$ cat src/rtl/tcb_pkg.sv
package tcb_pkg;
    localparam logic [7:0] A_CTRL  = 8'h00;
    localparam logic [7:0] A_PM    = 8'h1C;
    localparam logic [7:0] A_PROD  = 8'h1D;
    localparam logic [7:0] A_MANL  = 8'h1E;
    localparam logic [7:0] A_MANH  = 8'h1F;
    localparam logic [7:0] A_EXTP  = 8'h20;
    localparam logic [7:0] A_REV   = 8'h21;
    localparam logic [7:0] A_GSID  = 8'h22;
    localparam logic [7:0] A_SWRST = 8'h23;

    localparam logic [7:0] PROD_ID  = 8'h0E;
    localparam logic [7:0] MANL_ID  = 8'h1A;
    localparam logic [1:0] MANH_ID  = 2'b01;
    localparam logic [7:0] EXTP_ID  = 8'h00;
    localparam logic [7:0] REV_ID   = 8'h10;

    typedef enum logic [1:0] {
        PS_START  = 2'd0,
        PS_ACTIVE = 2'd1,
        PS_LOW    = 2'd2
    } pwr_state_t;
endpackage

$ cat src/rtl/tcb_trigger_unit.sv
module tcb_trigger_unit #(
    parameter int DATA_W   = 8,
    parameter int NUM_TRIG = 3
) (
    input  logic                clk,
    input  logic                rst_n,
    input  logic                clear,
    input  logic                data_wr,
    input  logic [DATA_W-1:0]   data_in,
    input  logic                ctl_wr,
    input  logic [NUM_TRIG-1:0] mask_in,
    input  logic [NUM_TRIG-1:0] trig_in,
    output logic [DATA_W-1:0]   shadow_o,
    output logic [DATA_W-1:0]   active_o,
    output logic [NUM_TRIG-1:0] mask_o
);
    typedef struct packed {
        logic [DATA_W-1:0]   shadow;
        logic [DATA_W-1:0]   active;
        logic [NUM_TRIG-1:0] mask;
    } trig_st_t;

    trig_st_t            st_d, st_q;
    logic [NUM_TRIG-1:0] fire;

    for (genvar i = 0; i < NUM_TRIG; i++) begin : g_fire
        assign fire[i] = trig_in[i] & mask_in[i];
    end

    always_comb begin
        st_d = st_q;
        if (clear) begin
            st_d = '0;
        end else begin
            if (data_wr) begin
                st_d.shadow = data_in;
                if (st_q.mask == '0) begin
                    st_d.active = data_in;
                end
            end
            if (ctl_wr) begin
                st_d.mask = mask_in;
                if (|fire) begin
                    st_d.active = st_q.shadow;
                end
            end
        end
    end

    always_ff @(posedge clk or negedge rst_n) begin
        if (!rst_n) begin
            st_q <= '0;
        end else begin
            st_q <= st_d;
        end
    end

    assign shadow_o = st_q.shadow;
    assign active_o = st_q.active;
    assign mask_o   = st_q.mask;

    p_plain_write_r3: assert property (@(posedge clk) disable iff (!rst_n)
        (data_wr && !clear && st_q.mask == '0) |=> (active_o == $past(data_in)));

    p_masked_hold_r4: assert property (@(posedge clk) disable iff (!rst_n)
        (data_wr && !ctl_wr && !clear && st_q.mask != '0) |=> (active_o == $past(active_o)));

    p_fire_copy_r5: assert property (@(posedge clk) disable iff (!rst_n)
        (ctl_wr && !data_wr && !clear && |(trig_in & mask_in)) |=> (active_o == $past(shadow_o)));

    p_clear_r7: assert property (@(posedge clk) disable iff (!rst_n)
        clear |=> (active_o == '0 && shadow_o == '0 && mask_o == '0));
endmodule

$ cat src/rtl/tcb_power_fsm.sv
module tcb_power_fsm
    import tcb_pkg::*;
(
    input  logic clk,
    input  logic rst_n,
    input  logic restart,
    input  logic pm_wr,
    input  logic pm_in,
    output logic pm_o,
    output logic low_power_o
);
    typedef struct packed {
        pwr_state_t state;
        logic       pm;
    } pwr_st_t;

    pwr_st_t st_d, st_q;

    always_comb begin
        st_d = st_q;
        if (restart) begin
            st_d.pm    = 1'b1;
            st_d.state = PS_START;
        end else begin
            if (pm_wr) begin
                st_d.pm = pm_in;
            end
            if (st_q.state == PS_START) begin
                st_d.state = PS_ACTIVE;
            end else begin
                st_d.state = st_d.pm ? PS_LOW : PS_ACTIVE;
            end
        end
    end

    always_ff @(posedge clk or negedge rst_n) begin
        if (!rst_n) begin
            st_q.state <= PS_START;
            st_q.pm    <= 1'b1;
        end else begin
            st_q <= st_d;
        end
    end

    assign pm_o        = st_q.pm;
    assign low_power_o = (st_q.state != PS_ACTIVE);

    p_start_step_r2: assert property (@(posedge clk) disable iff (!rst_n)
        (st_q.state == PS_START && !restart) |=> (st_q.state == PS_ACTIVE));

    p_restart_r7: assert property (@(posedge clk) disable iff (!rst_n)
        restart |=> (st_q.state == PS_START && pm_o));

    p_settle_r2: assert property (@(posedge clk) disable iff (!rst_n)
        (st_q.state != PS_START && !restart && !pm_wr) |=> (low_power_o == $past(pm_o)));
endmodule

$ cat src/rtl/tcb_read_mux.sv
module tcb_read_mux
    import tcb_pkg::*;
#(
    parameter int ADDR_W   = 8,
    parameter int DATA_W   = 8,
    parameter int NUM_TRIG = 3
) (
    input  logic [ADDR_W-1:0]   rd_addr,
    input  logic [DATA_W-1:0]   shadow,
    input  logic                pm,
    input  logic [NUM_TRIG-1:0] mask,
    input  logic [3:0]          gsid,
    input  logic [3:0]          slave_id,
    output logic [DATA_W-1:0]   rd_data
);
    localparam int MASK_LSB = NUM_TRIG;
    localparam int PM_BIT   = 2 * NUM_TRIG + 1;

    always_comb begin
        rd_data = '0;
        case (rd_addr)
            ADDR_W'(A_CTRL): rd_data = shadow;
            ADDR_W'(A_PM): begin
                rd_data[PM_BIT] = pm;
                rd_data[MASK_LSB +: NUM_TRIG] = mask;
            end
            ADDR_W'(A_PROD): rd_data = DATA_W'(PROD_ID);
            ADDR_W'(A_MANL): rd_data = DATA_W'(MANL_ID);
            ADDR_W'(A_MANH): rd_data = DATA_W'({2'b00, MANH_ID, slave_id});
            ADDR_W'(A_EXTP): rd_data = DATA_W'(EXTP_ID);
            ADDR_W'(A_REV):  rd_data = DATA_W'(REV_ID);
            ADDR_W'(A_GSID): rd_data = DATA_W'({gsid, 4'h0});
            default:         rd_data = '0;
        endcase
    end
endmodule

$ cat src/rtl/trig_ctrl_bank.sv
module trig_ctrl_bank
    import tcb_pkg::*;
#(
    parameter int ADDR_W   = 8,
    parameter int DATA_W   = 8,
    parameter int NUM_TRIG = 3
) (
    input  logic              clk,
    input  logic              rst_n,
    input  logic              wr_en,
    input  logic              wr_bcast,
    input  logic [ADDR_W-1:0] wr_addr,
    input  logic [DATA_W-1:0] wr_data,
    input  logic [ADDR_W-1:0] rd_addr,
    output logic [DATA_W-1:0] rd_data,
    input  logic [3:0]        slave_id,
    output logic [DATA_W-1:0] ctrl_byte,
    output logic              low_power
);
    localparam int MASK_LSB = NUM_TRIG;
    localparam int PRST_BIT = 2 * NUM_TRIG;
    localparam int PM_BIT   = 2 * NUM_TRIG + 1;
    localparam int SWR_BIT  = DATA_W - 1;

    typedef struct packed {
        logic [3:0] gsid;
    } top_st_t;

    top_st_t             st_d, st_q;
    logic                acc, hit_ctrl, hit_pm, hit_gsid, hit_swr;
    logic                restart, pm_wr, data_wr;
    logic [DATA_W-1:0]   shadow;
    logic [NUM_TRIG-1:0] mask;
    logic                pm;

    always_comb begin
        acc      = wr_en && (!wr_bcast || wr_addr == ADDR_W'(A_PM));
        hit_ctrl = acc && wr_addr == ADDR_W'(A_CTRL);
        hit_pm   = acc && wr_addr == ADDR_W'(A_PM);
        hit_gsid = acc && wr_addr == ADDR_W'(A_GSID);
        hit_swr  = acc && wr_addr == ADDR_W'(A_SWRST);
        restart  = (hit_pm && wr_data[PRST_BIT]) || (hit_swr && wr_data[SWR_BIT]);
        pm_wr    = hit_pm && !wr_data[PRST_BIT];
        data_wr  = hit_ctrl;
        st_d     = st_q;
        if (hit_gsid) begin
            st_d.gsid = wr_data[DATA_W-1 -: 4];
        end
    end

    always_ff @(posedge clk or negedge rst_n) begin
        if (!rst_n) begin
            st_q <= '0;
        end else begin
            st_q <= st_d;
        end
    end

    tcb_trigger_unit #(
        .DATA_W   (DATA_W),
        .NUM_TRIG (NUM_TRIG)
    ) u_trig (
        .clk      (clk),
        .rst_n    (rst_n),
        .clear    (restart),
        .data_wr  (data_wr),
        .data_in  (wr_data),
        .ctl_wr   (pm_wr),
        .mask_in  (wr_data[MASK_LSB +: NUM_TRIG]),
        .trig_in  (wr_data[NUM_TRIG-1:0]),
        .shadow_o (shadow),
        .active_o (ctrl_byte),
        .mask_o   (mask)
    );

    tcb_power_fsm u_pwr (
        .clk         (clk),
        .rst_n       (rst_n),
        .restart     (restart),
        .pm_wr       (pm_wr),
        .pm_in       (wr_data[PM_BIT]),
        .pm_o        (pm),
        .low_power_o (low_power)
    );

    tcb_read_mux #(
        .ADDR_W   (ADDR_W),
        .DATA_W   (DATA_W),
        .NUM_TRIG (NUM_TRIG)
    ) u_rd (
        .rd_addr  (rd_addr),
        .shadow   (shadow),
        .pm       (pm),
        .mask     (mask),
        .gsid     (st_q.gsid),
        .slave_id (slave_id),
        .rd_data  (rd_data)
    );

    p_gsid_kept_r8: assert property (@(posedge clk) disable iff (!rst_n)
        (wr_en && !wr_bcast && wr_addr == ADDR_W'(A_SWRST)) |=> $stable(st_q.gsid));

    p_bcast_ignored_r9: assert property (@(posedge clk) disable iff (!rst_n)
        (wr_en && wr_bcast && wr_addr != ADDR_W'(A_PM)) |=> ($stable(ctrl_byte) && $stable(st_q.gsid)));

    p_gsid_write_r11: assert property (@(posedge clk) disable iff (!rst_n)
        (wr_en && !wr_bcast && wr_addr == ADDR_W'(A_GSID)) |=> (st_q.gsid == $past(wr_data[DATA_W-1 -: 4])));
endmodule

$ cat config.mk
export PLATFORM = sky130hd
export DESIGN_NAME = trig_ctrl_bank
export DESIGN_NICKNAME = d
export VERILOG_FILES = /design/src/rtl/tcb_pkg.sv /design/src/rtl/tcb_trigger_unit.sv /design/src/rtl/tcb_power_fsm.sv /design/src/rtl/tcb_read_mux.sv /design/src/rtl/trig_ctrl_bank.sv
export SDC_FILE = /design/constraint.sdc
export NUM_CORES = 1
export LEC_CHECK = 0
export BUFFER_PORTS_ARGS = -buffer_cell sky130_fd_sc_hd__buf_2
export CAP_MARGIN = 0
export CELL_PAD_IN_SITES_DETAIL_PLACEMENT = 1
export CELL_PAD_IN_SITES_GLOBAL_PLACEMENT = 2
export CORE_MARGIN = 2
export CORE_UTILIZATION = 35
export CTS_BUF_LIST = sky130_fd_sc_hd__clkbuf_4
export DETAILED_ROUTE_END_ITERATION = 6
export PLACE_DENSITY_LB_ADDON = 0.3
export SLEW_MARGIN = 20
export SYNTH_ARGS = -nofsm -noshare
export SYNTH_HDL_FRONTEND = slang
export SYNTH_HIERARCHICAL = 1
export SYNTH_SLANG_ARGS = --single-unit
$ cat constraint.sdc
create_clock -name clk -period 3.3 [get_ports clk]
set_input_delay 0.66 -clock clk [delete_from_list [all_inputs] [get_ports clk]]
set_output_delay 0.66 -clock clk [all_outputs]
set_load 0.01 [all_outputs]
# ---- Yosys cells after proc, flatten, opt, wreduce, memory -nomap -nowiden
# Cells that the tools add are included.
dict set report totals {
  ff_bits 26
  input_bits 32
}
dict set report op_classes {
  eq_ne 10
  n_mux 14
  n_bitwise 3
  reduce_logical 19
}
# operator count
set op_table {}
lappend op_table {{8-bit by 5-bit == test with 1-bit output (second input constant)} 5}
lappend op_table {{8-bit by 6-bit == test with 1-bit output (second input constant)} 4}
lappend op_table {{3-bit one-hot mux with 7 select lines} 1}
lappend op_table {{19-bit two-way mux} 1}
lappend op_table {{8-bit zero test} 2}
lappend op_table {{16-bit two-way mux} 1}
lappend op_table {{8-bit two-way mux} 2}
lappend op_table {{3-bit one-hot mux with 4 select lines} 1}
lappend op_table {{11-bit two-way mux} 1}
lappend op_table {{1-bit logical AND} 8}
lappend op_table {{2-bit two-way mux} 2}
lappend op_table {{2-bit nonzero test} 2}
lappend op_table {{1-bit bitwise AND} 3}
lappend op_table {{3-bit zero test} 1}
lappend op_table {{3-bit two-way mux} 1}
lappend op_table {{1-bit one-hot mux with 3 select lines} 1}
lappend op_table {{3-bit OR reduction} 1}
lappend op_table {{1-bit zero test} 2}
lappend op_table {{2-bit zero test} 1}
lappend op_table {{1-bit logical OR} 2}
lappend op_table {{1-bit two-way mux} 2}
lappend op_table {{2-bit by 1-bit != test with 1-bit output (second input constant)} 1}
lappend op_table {{1-bit one-hot mux with 2 select lines} 1}

# ---- Longest topological paths before layout
# Gate-level depths: netlist of run 1.
dict set report logic_depth {
  ltp_word 10
  mapped_depth 8
  mapped_depth_nobuf 5
}

# ---- By module
# The synthesis of run 1 kept the hierarchy.
# module instances cells_per_inst area_per_inst_um2 seq_area_each_um2
set by_module_without_submodules {}
lappend by_module_without_submodules {tcb_trigger_unit 1 75 954.7 475.5}
lappend by_module_without_submodules {trig_ctrl_bank 1 37 329.1 100.1}
lappend by_module_without_submodules {tcb_read_mux 1 35 236.5 0.0}
lappend by_module_without_submodules {tcb_power_fsm 1 9 117.6 76.3}

# ---- Worst setup path before layout of run 1
# Ideal clock, no wire load.
dict set report synth_timing {
  kind {input to register}
  from {in wr_addr[0]}
  to {reg u_trig.st_q (netlist bit u_trig/active_o[1])}
  setup_time_ps 130
  arrival_ps 2482
  slack_ps 688
  stages 7
  n_path_buf 2
  path_cell_list {or4_1 buf_2 or3_4 nor2_1 clkbuf_1 nor3b_1 a211oi_2}
}
# element line
set synth_lines {}
lappend synth_lines {{start: declaration} trig_ctrl_bank.sv:12} ;# input logic [ADDR_W-1:0] wr_addr,
lappend synth_lines {{end signal: assignment} tcb_trigger_unit.sv:54} ;# st_q <= st_d;
lappend synth_lines {{end: declaration} tcb_trigger_unit.sv:23} ;# trig_st_t st_d, st_q;

# ---- Final worst setup path of run 1
dict set report layout_timing {
  from {in rd_addr[4]}
  to {out rd_data[7]}
}
dict set report layout_between {
  elab_chain_cells 2
  elab_cells_between_ends 4
  cone_classes {eq/ne (2); mux (1); reduce/logical (1)}
}
# element line
set layout_lines {}
lappend layout_lines {{start: declaration} trig_ctrl_bank.sv:14} ;# input logic [ADDR_W-1:0] rd_addr,
lappend layout_lines {{8-bit by 6-bit == test with 1-bit output, or another cell as far along} tcb_read_mux.sv:21} ;# case (rd_addr)
lappend layout_lines {{1-bit one-hot mux with 3 select lines (*)} tcb_read_mux.sv:21}
lappend layout_lines {{end: declaration} trig_ctrl_bank.sv:15} ;# output logic [DATA_W-1:0] rd_data,
# Every way passes the cells marked *; elsewhere a longest branch is shown, timed or not.

==> flow_summary.yaml, run 1 <==
global_route:
  grt_max_degree: 27
  antenna_found_initial: 0
  grt_usage_pct: 18.5
  grt_pass1_vias: 1585
  grt_first_pass_wirelength_um: 7590
  grt-ovfl-total: 0
placed_design:
  portBuffers: 48
  placed_area_um2: 1920
  post-dp-hpwl_um: 3610
  place_congestion: 0.900
  dp_slack_ns: 0.427
sta:
  slew_headroom_pct: 60.8
  tns_ns: 0
  tightest_slew_ns: 0.588
  setup_viol: 0
  whs_ns: 0.310
  skew_ns: 0.0152
  hold_viol_final: 0
  fmax_mhz: 377
  period_share_pct: 80.3
  finalCriticalPeriod_ns: 2.65
  drv_slew: 0
  grt_setup_unrepaired: "no"
  setup_ws_ns: 0.649
job:
  maxCapViolations: 0
clock_tree:
  cts_buffers: 3
  post_cts_buffers: 0
  cts-root-buf: "clkbuf_4"
  cts_tree: "built"
  cts.repair.resized: 0
  cts.sinks: 26
  postCtsHoldBufs: 0
  clk_pin_slew_ns: 0.14
  htreeDepth: 1
  clk_latency_ns: 0.33
  cts_buffer_depth: 2
synthesis:
  synth-edff-count: 0
  synth_area_leader_cell: "dfrtp_1"
  synthTopCellsByCount: "dfrtp_1 (25), mux2i_1 (20), nand2_1 (15), nor2_1 (15)"
  synthMostInstantiatedCell: "dfrtp_1"
  synth.avg_cell_area_um2: 10.5
  yosysWarnings: 6
  ys_async_sr_fraction_pct: 100
  ys_ff_latch: 26
  synth_area_leaders: "dfrtp_1 (38%), mux2i_1 (12%), a211oi_2 (6.1%)"
  synth-seq-area-share_pct: 39.8
  post-synth-top-area-fraction_pct: 38.2
  syn_inst: 156
  ys_types: 42
  netlist_area_um2: 1640
  syn_nets: 188
  synth_ff_type: "dfrtp_1"
detailed_routing:
  routed_wirelength_um: 4590
  drtIter0Drc: 59
  vias: 1479
  firstDrtPassIters: 4
  drtAntennaViolNets: 0
  via_per_inst: 5.80
  post_drt_wl_per_cell_um: 18.0
  drc_errors: 0
critical_path:
  startpoint_type: "input pin"
  crit_arrival_ns: 1.99
  crit_type: "in2out"
  regToRegStartpoint: "u_trig/mask_o[1]"
  cp_max_fo: 8
  r2r-end: "u_trig/active_o[6]"
  ff2ff_path_depth: 4
  crit_path_end_kind: "output pin"
  worst-r2r-setup-slack_ns: 1.85
  required_ns: 2.64
cells_and_area:
  layout-drive-gt1-share_pct: 36.9
  fin_util_pct: 43.9
  fin_area_um2: 1950
  ff_latch_area_um2: 652
  multi_input_area_um2: 925
  fin_nets: 236
  area_growth_syn_to_layout_pct: 19.0
  antennaDiodeCount: 0
  n_fill_cell: 542
worst_hold_path:
  min_path_type: "in2async"
die:
  die_h_um: 72.4
  coreArea_um2: 4440
  io_pins: 49
  dieArea_um2: 5240
  placementRows: 24
  start_util_pct: 36.9
  die_x_um: 72.4
pwr:
  vdd_drop_max_mv: 0.116
  powerDensity_nw_per_um2: 292
  leakage_uw: 0.000859
outcome:
  outcome: "finished, final reports clean"
-- worst max path at each step --
| stage | from | cells past startpoint | end | slack, ns |
|---|---|---|---|---|
| 5_1_grt | rd_addr[4] | 6 | rd_data[7] | 0.56 |
| 3_5_place_dp | wr_addr[0] | 7 | u_trig/active_o[6] | 0.43 |
| 2_1_floorplan | wr_addr[0] | 7 | u_trig/active_o[1] | 0.69 |
| 6_report | rd_addr[4] | 6 | rd_data[7] | 0.65 |
| 4_1_cts | rd_addr[4] | 6 | rd_data[7] | 0.65 |
| 3_3_place_gp | wr_addr[0] | 7 | u_trig/active_o[3] | 0.53 |
-- layer usage --
metal	global-route usage (%)	part of all wire, %
met1	22.0	42
met3	1.94	2.5
met4	5.56	1.0
met2	34.8	54
met5	0	0
-- power by group --
group,switching [uW],internal [uW],total (uW)
registers,8.58,331,339
clock network,92.2,44.3,137
logic,54.5,39.5,94.1
-- area by class of cell --
class,instances,area share [%]
clock inverter,1,0.193
inverter,3,0.578
timing repair buffer,52,13.9
sequential,26,33.4
multi-input combinational,118,47.4
tap,52,3.34
clock buffer,3,1.16
-- per-stage QoR --
stage,cells,total power [uW]
finish,255,570
global placement,251,435
floorplan,156,385
global route,255,603
detailed placement,251,441
CTS,255,578
-- cell usage in the layout, fill, tap and decap left out, types with 3 or more instances in the layout --
cell | synthesis | final
clkbuf_4 | 0 | 3
nand3_1 | 3 | 3
o311ai_0 | 4 | 4
a22oi_1 | 3 | 3
nand2b_1 | 5 | 5
dfrtp_1 | 25 | 25
o211ai_1 | 5 | 5
buf_2 | 3 | 48
nand2_1 | 15 | 15
o31ai_1 | 4 | 4
nor3b_1 | 8 | 8
buf_4 | 1 | 4
nor2_1 | 15 | 15
a211oi_2 | 8 | 8
inv_1 | 3 | 3
mux2i_1 | 20 | 20
-- sequential cells by signal (all words and copies together), names as in the netlist --
name / count
u_trig/shadow_o: 8
u_pwr/st_q: 2
st_q: 4
u_trig/active_o: 8
u_pwr/pm_o: 1
u_trig/mask_o: 3
-- worst max-delay path, stage by stage --
cell and delay, ns:
buf_2 0.11, or4_4 0.54, nor3_4 0.30, a22oi_1 0.16
nand2_1 0.09, buf_2 0.12
-- cells by family after synthesis --
logic type / Yosys count / share of synthesized area, %
AO/OA/AOI/OAI: 32 / 18.8
flip-flops: 26 / 39.8
buffers and inverters: 12 / 4.12
multiplexers: 20 / 12.2
AND/OR/NAND/NOR: 66 / 25.1
(Power assumes the default switching activity.)
==> run 2: changes to the inputs <==
--- a/config.mk
+++ b/config.mk
@@ -10,7 +10,7 @@
 export CELL_PAD_IN_SITES_DETAIL_PLACEMENT = 1
 export CELL_PAD_IN_SITES_GLOBAL_PLACEMENT = 2
 export CORE_MARGIN = 2
-export CORE_UTILIZATION = 35
+export CORE_UTILIZATION = 32
 export CTS_BUF_LIST = sky130_fd_sc_hd__clkbuf_4
 export DETAILED_ROUTE_END_ITERATION = 6
 export PLACE_DENSITY_LB_ADDON = 0.3
==> constraint.sdc (replaced) <==
create_clock -name clk -period 2.5 [get_ports clk]
set_input_delay 0.5 -clock clk [delete_from_list [all_inputs] [get_ports clk]]
set_output_delay 0.5 -clock clk [all_outputs]
set_load 0.01 [all_outputs]
==> flow_summary.yaml, run 2 (synthesis gave the netlist of run 1 again) <==
critical_path:
  cp_max_fo: 8
  crit_arrival_ns: 1.87
  required_ns: 2.00
  slowest_stage: "or4_4"
  crit_type: "in2out"
  cp_common_cell: "buf_2"
  crit_path_end_kind: "output pin"
  crit_chain: "buf_2, or4_4, nor3_4, a22oi_1, nand2_1, buf_2"
  startpoint_type: "input pin"
  cp_top_family: "simple AND/OR/NAND/NOR gates"
  crit_buf_inv: 2
  max_stage_delay_ns: 0.54
  worst-r2r-setup-slack_ns: 1.08
global_route:
  grt_usage_pct: 17.4
  grt_pass1_vias: 1558
  grt_first_pass_wirelength_um: 7510
  antenna_found_initial: 0
  grt-ovfl-total: 0
  grt_max_degree: 27
cells_and_area:
  layout-drive-gt1-share_pct: 38.2
  area_growth_syn_to_layout_pct: 23.8
  final_common_cell: "buf_2"
  final_cells: 277
  layout_common_cells: "buf_2 (48), dfrtp_1 (25), mux2i_1 (20)"
  fin_nets: 240
  antennaDiodeCount: 0
detailed_routing:
  routed_wirelength_um: 4640
  drtAntennaViolNets: 0
  drtIter0Drc: 57
  via_per_inst: 5.19
  post_drt_wl_per_cell_um: 16.7
  firstDrtPassIters: 4
  vias: 1439
  drc_errors: 0
die:
  coreArea_um2: 5010
  placementRows: 26
  io_pins: 49
  die_h_um: 75.5
  start_util_pct: 32.7
  dieArea_um2: 5710
  die_x_um: 75.5
clock_tree:
  cts_buffers: 3
  clk_pin_slew_ns: 0.14
  cts_tree: "built"
  cts.sinks: 26
  post_cts_buffers: 0
  cts_buffer_depth: 2
  cts.repair.resized: 0
  postCtsHoldBufs: 0
  htreeDepth: 1
  cts-root-buf: "clkbuf_4"
  clk_latency_ns: 0.32
placed_design:
  dp_cells: 273
  place_congestion: 0.811
  portBuffers: 48
  dp_slack_ns: -0.0599
  post-dp-hpwl_um: 3740
sta:
  tns_ns: 0
  grt_setup_unrepaired: "no"
  skew_ns: 0.00275
  tightest_slew_ns: 0.585
  period_share_pct: 95.0
  finalCriticalPeriod_ns: 2.37
  whs_ns: 0.157
  setup_ws_ns: 0.126
  fmax_mhz: 421
  setup_viol: 0
  slew_headroom_pct: 61.0
  drv_slew: 0
  hold_viol_final: 0
pwr:
  leakage_uw: 0.000883
  vdd_drop_max_mv: 0.161
  powerDensity_nw_per_um2: 374
job:
  maxCapViolations: 0
outcome:
  outcome: "finished, final reports clean"
worst_hold_path:
  min_path_type: "in2async"
==> run 2: cell count changes in the layout (fill, tap and decap cells not counted), sizes merged <==
cell / change
buf: +4
==> run 2: final timing paths <==
| check | startpoint | depth (start not counted) | to |
|---|---|---|---|
| min | rst_n | 1 | u_trig/active_o[6] |
| max in group asynchronous | rst_n | 1 | u_trig/shadow_o[2] |
| min reg2reg | st_q[0] | 2 | st_q[0] |
| min in group clk | wr_data[1] | 3 | u_trig/shadow_o[1] |
| max | rd_addr[4] | 6 | rd_data[7] |
| max reg2reg | u_trig/mask_o[0] | 4 | u_trig/active_o[4] |
==> run 2: layout make-up <==
| class | count | area [um^2] |
|---|---|---|
| multi-input cells | 118 | 925 |
| fillers | 607 | 2980 |
| repair buffers | 56 | 325 |
| flip-flops and latches | 26 | 652 |
| clock buffers | 3 | 22.5 |
| inverters | 3 | 11.3 |
| clock inverters | 1 | 3.75 |
| well taps | 70 | 87.6 |
==> run 2: power breakdown <==
part	internal, uW	switching, uW	leakage, uW
logic	54.5	73.1	0.000536
registers	437	11.3	0.000331
clock network	58.5	124	0.0000154
total	550	209	0.000883
==> run 2: stage by stage <==
stage	utilization (%)	total power (uW)	cell area, um^2
after floorplan	-	509	1640
after CTS	40.5	766	2030
final	40.5	759	2030
after detailed placement	39.9	586	2000
after global routing	40.5	794	2030
after global placement	39.9	578	2000
==> run 2: worst register-to-register path, stage by stage, from the launching register on <==
cell      delay (ns)
dfrtp_1         0.47
nor4b_4         0.33
buf_12          0.18
mux2i_1         0.23
a211oi_2        0.09
==> run 2: per-layer routing <==
| layer | track usage [%] | up-vias | wire length, um |
|---|---|---|---|
| met5 | 0 | - | 0 |
| met4 | 5.26 | 0 | 51 |
| met3 | 1.59 | 4 | 94 |
| met2 | 31.7 | 26 | 2460 |
| met1 | 21.9 | 718 | 2030 |
| li1 | - | 691 | - |
==> run 3: changes to the inputs <==
--- a/config.mk
+++ b/config.mk
@@ -9,6 +9,7 @@
 export CAP_MARGIN = 0
 export CELL_PAD_IN_SITES_DETAIL_PLACEMENT = 1
 export CELL_PAD_IN_SITES_GLOBAL_PLACEMENT = 2
+export CORE_ASPECT_RATIO = 0.9
 export CORE_MARGIN = 2
 export CORE_UTILIZATION = 32
 export CTS_BUF_LIST = sky130_fd_sc_hd__clkbuf_4
==> flow_summary.yaml, run 3 (synthesis gave the netlist of run 1 again) <==
clock_tree:
  post_cts_buffers: 0
  cts_buffers: 3
  postCtsHoldBufs: 0
  cts.sinks: 26
  cts.repair.resized: 0
  cts_tree: "built"
  clk_latency_ns: 0.31
  cts-root-buf: "clkbuf_4"
  htreeDepth: 1
  cts_buffer_depth: 2
  clk_pin_slew_ns: 0.14
sta:
  period_share_pct: 93.0
  setup_ws_ns: 0.175
  drv_slew: 0
  slew_headroom_pct: 60.7
  grt_setup_unrepaired: "no"
  skew_ns: 0.00682
  whs_ns: 0.162
  setup_viol: 0
  finalCriticalPeriod_ns: 2.33
  tightest_slew_ns: 0.589
  fmax_mhz: 430
  hold_viol_final: 0
detailed_routing:
  routed_wirelength_um: 4670
  firstDrtPassIters: 4
  drc_errors: 0
  vias: 1432
  drtAntennaViolNets: 0
  post_drt_wl_per_cell_um: 17.2
  via_per_inst: 5.26
  drtIter0Drc: 74
placed_design:
  place_congestion: 0.792
  post-dp-hpwl_um: 3780
  portBuffers: 48
  placed_area_um2: 1990
  dp_slack_ns: -0.0613
pwr:
  p_int_uw: 564
  vdd_drop_max_mv: 0.214
  comb_power_share_pct: 16.3
  leakage_uw: 0.000887
  seqPwrFrac_pct: 58.4
  sw_frac_of_total_pct: 26.7
  pwr-share-clk_pct: 25.3
  powerDensity_nw_per_um2: 380
  power_switching_uw: 206
critical_path:
  cp_max_fo: 8
  crit_type: "in2out"
  required_ns: 2.00
  startpoint_type: "input pin"
  regToRegStartpoint: "u_trig/mask_o[1]"
  crit_path_end_kind: "output pin"
  crit_arrival_ns: 1.83
  crit_start: "rd_addr[4]"
job:
  maxCapViolations: 0
cells_and_area:
  layout_common_cells: "buf_2 (48), dfrtp_1 (25), mux2i_1 (20)"
  fin_area_um2: 2020
  fin_nets: 240
  final_common_cell: "buf_2"
  area_growth_syn_to_layout_pct: 23.6
  layout-drive-gt1-share_pct: 38.6
  antennaDiodeCount: 0
global_route:
  grt_first_pass_wirelength_um: 7670
  grt_usage_pct: 17.0
  grt-ovfl-total: 0
  grt_pass1_vias: 1536
  grt_max_degree: 27
  antenna_found_initial: 0
die:
  coreArea_um2: 4890
  die_x_um: 79.4
  placementRows: 24
  io_pins: 49
  dieArea_um2: 5710
  start_util_pct: 33.5
  die_h_um: 71.9
worst_hold_path:
  min_path_type: "in2async"
outcome:
  outcome: "finished, final reports clean"
==> run 3: metal layers <==
| layer | wire (um) | GRT usage, % | vias up | share of wire, % |
|---|---|---|---|---|
| met1 | 2200 | 22.9 | 702 | 47 |
| met3 | 213 | 3.02 | 2 | 4.6 |
| li1 | - | - | 695 | - |
| met4 | 13 | 3.64 | 0 | 0.28 |
| met5 | 0 | 0 | - | 0 |
| met2 | 2240 | 28.9 | 33 | 48 |
==> run 3: final cells by class <==
cell class                      count  area, um^2
Inverter                            3        11.3
Fill cell                         592        2870
Multi-Input combinational cell    118         925
Timing Repair Buffer               56         325
Sequential cell                    26         652
Clock buffer                        4        30.0
Tap cell                           65        81.3
==> run 3: power groups by stage <==
| stage | registers [uW] | logic (uW) | clock network (uW) |
|---|---|---|---|
| finish | 450 | 125 | 195 |
| global route | 452 | 139 | 220 |
| CTS | 450 | 127 | 201 |
| detailed placement | 457 | 126 | 0 |
| global placement | 456 | 121 | 0 |
| floorplan | 457 | 51.9 | 0 |
==> run 3: path summary, 6_finish.rpt <==
path,cells after the start,endpoint,slack (ns)
setup / recovery,6,rd_data[7],0.17
hold / removal,1,u_trig/active_o[2],0.16
setup reg to reg,4,u_trig/active_o[3],1.07
hold reg to reg,2,u_pwr/st_q[2],0.59
max in group asynchronous,1,st_q[0],1.95
min in group clk,3,u_trig/shadow_o[1],0.46
==> run 3: metrics by stage <==
| step | total power, uW | utilization, % | TNS [ns] | std cells |
|---|---|---|---|---|
| floorplan | 509 | - | 0 | 156 |
| global placement | 577 | 40.7 | -0.129 | 268 |
| detailed placement | 584 | 40.7 | -0.379 | 268 |
| CTS | 777 | 41.4 | 0 | 272 |
| global route | 810 | 41.4 | 0 | 272 |
| finish | 769 | 41.4 | 0 | 272 |
==> run 3: critical path: stages <==
cell,delay (ns)
buf_2,0.11
or4_4,0.54
nor3_4,0.30
a22oi_1,0.15
nand2_1,0.10
buf_2,0.13
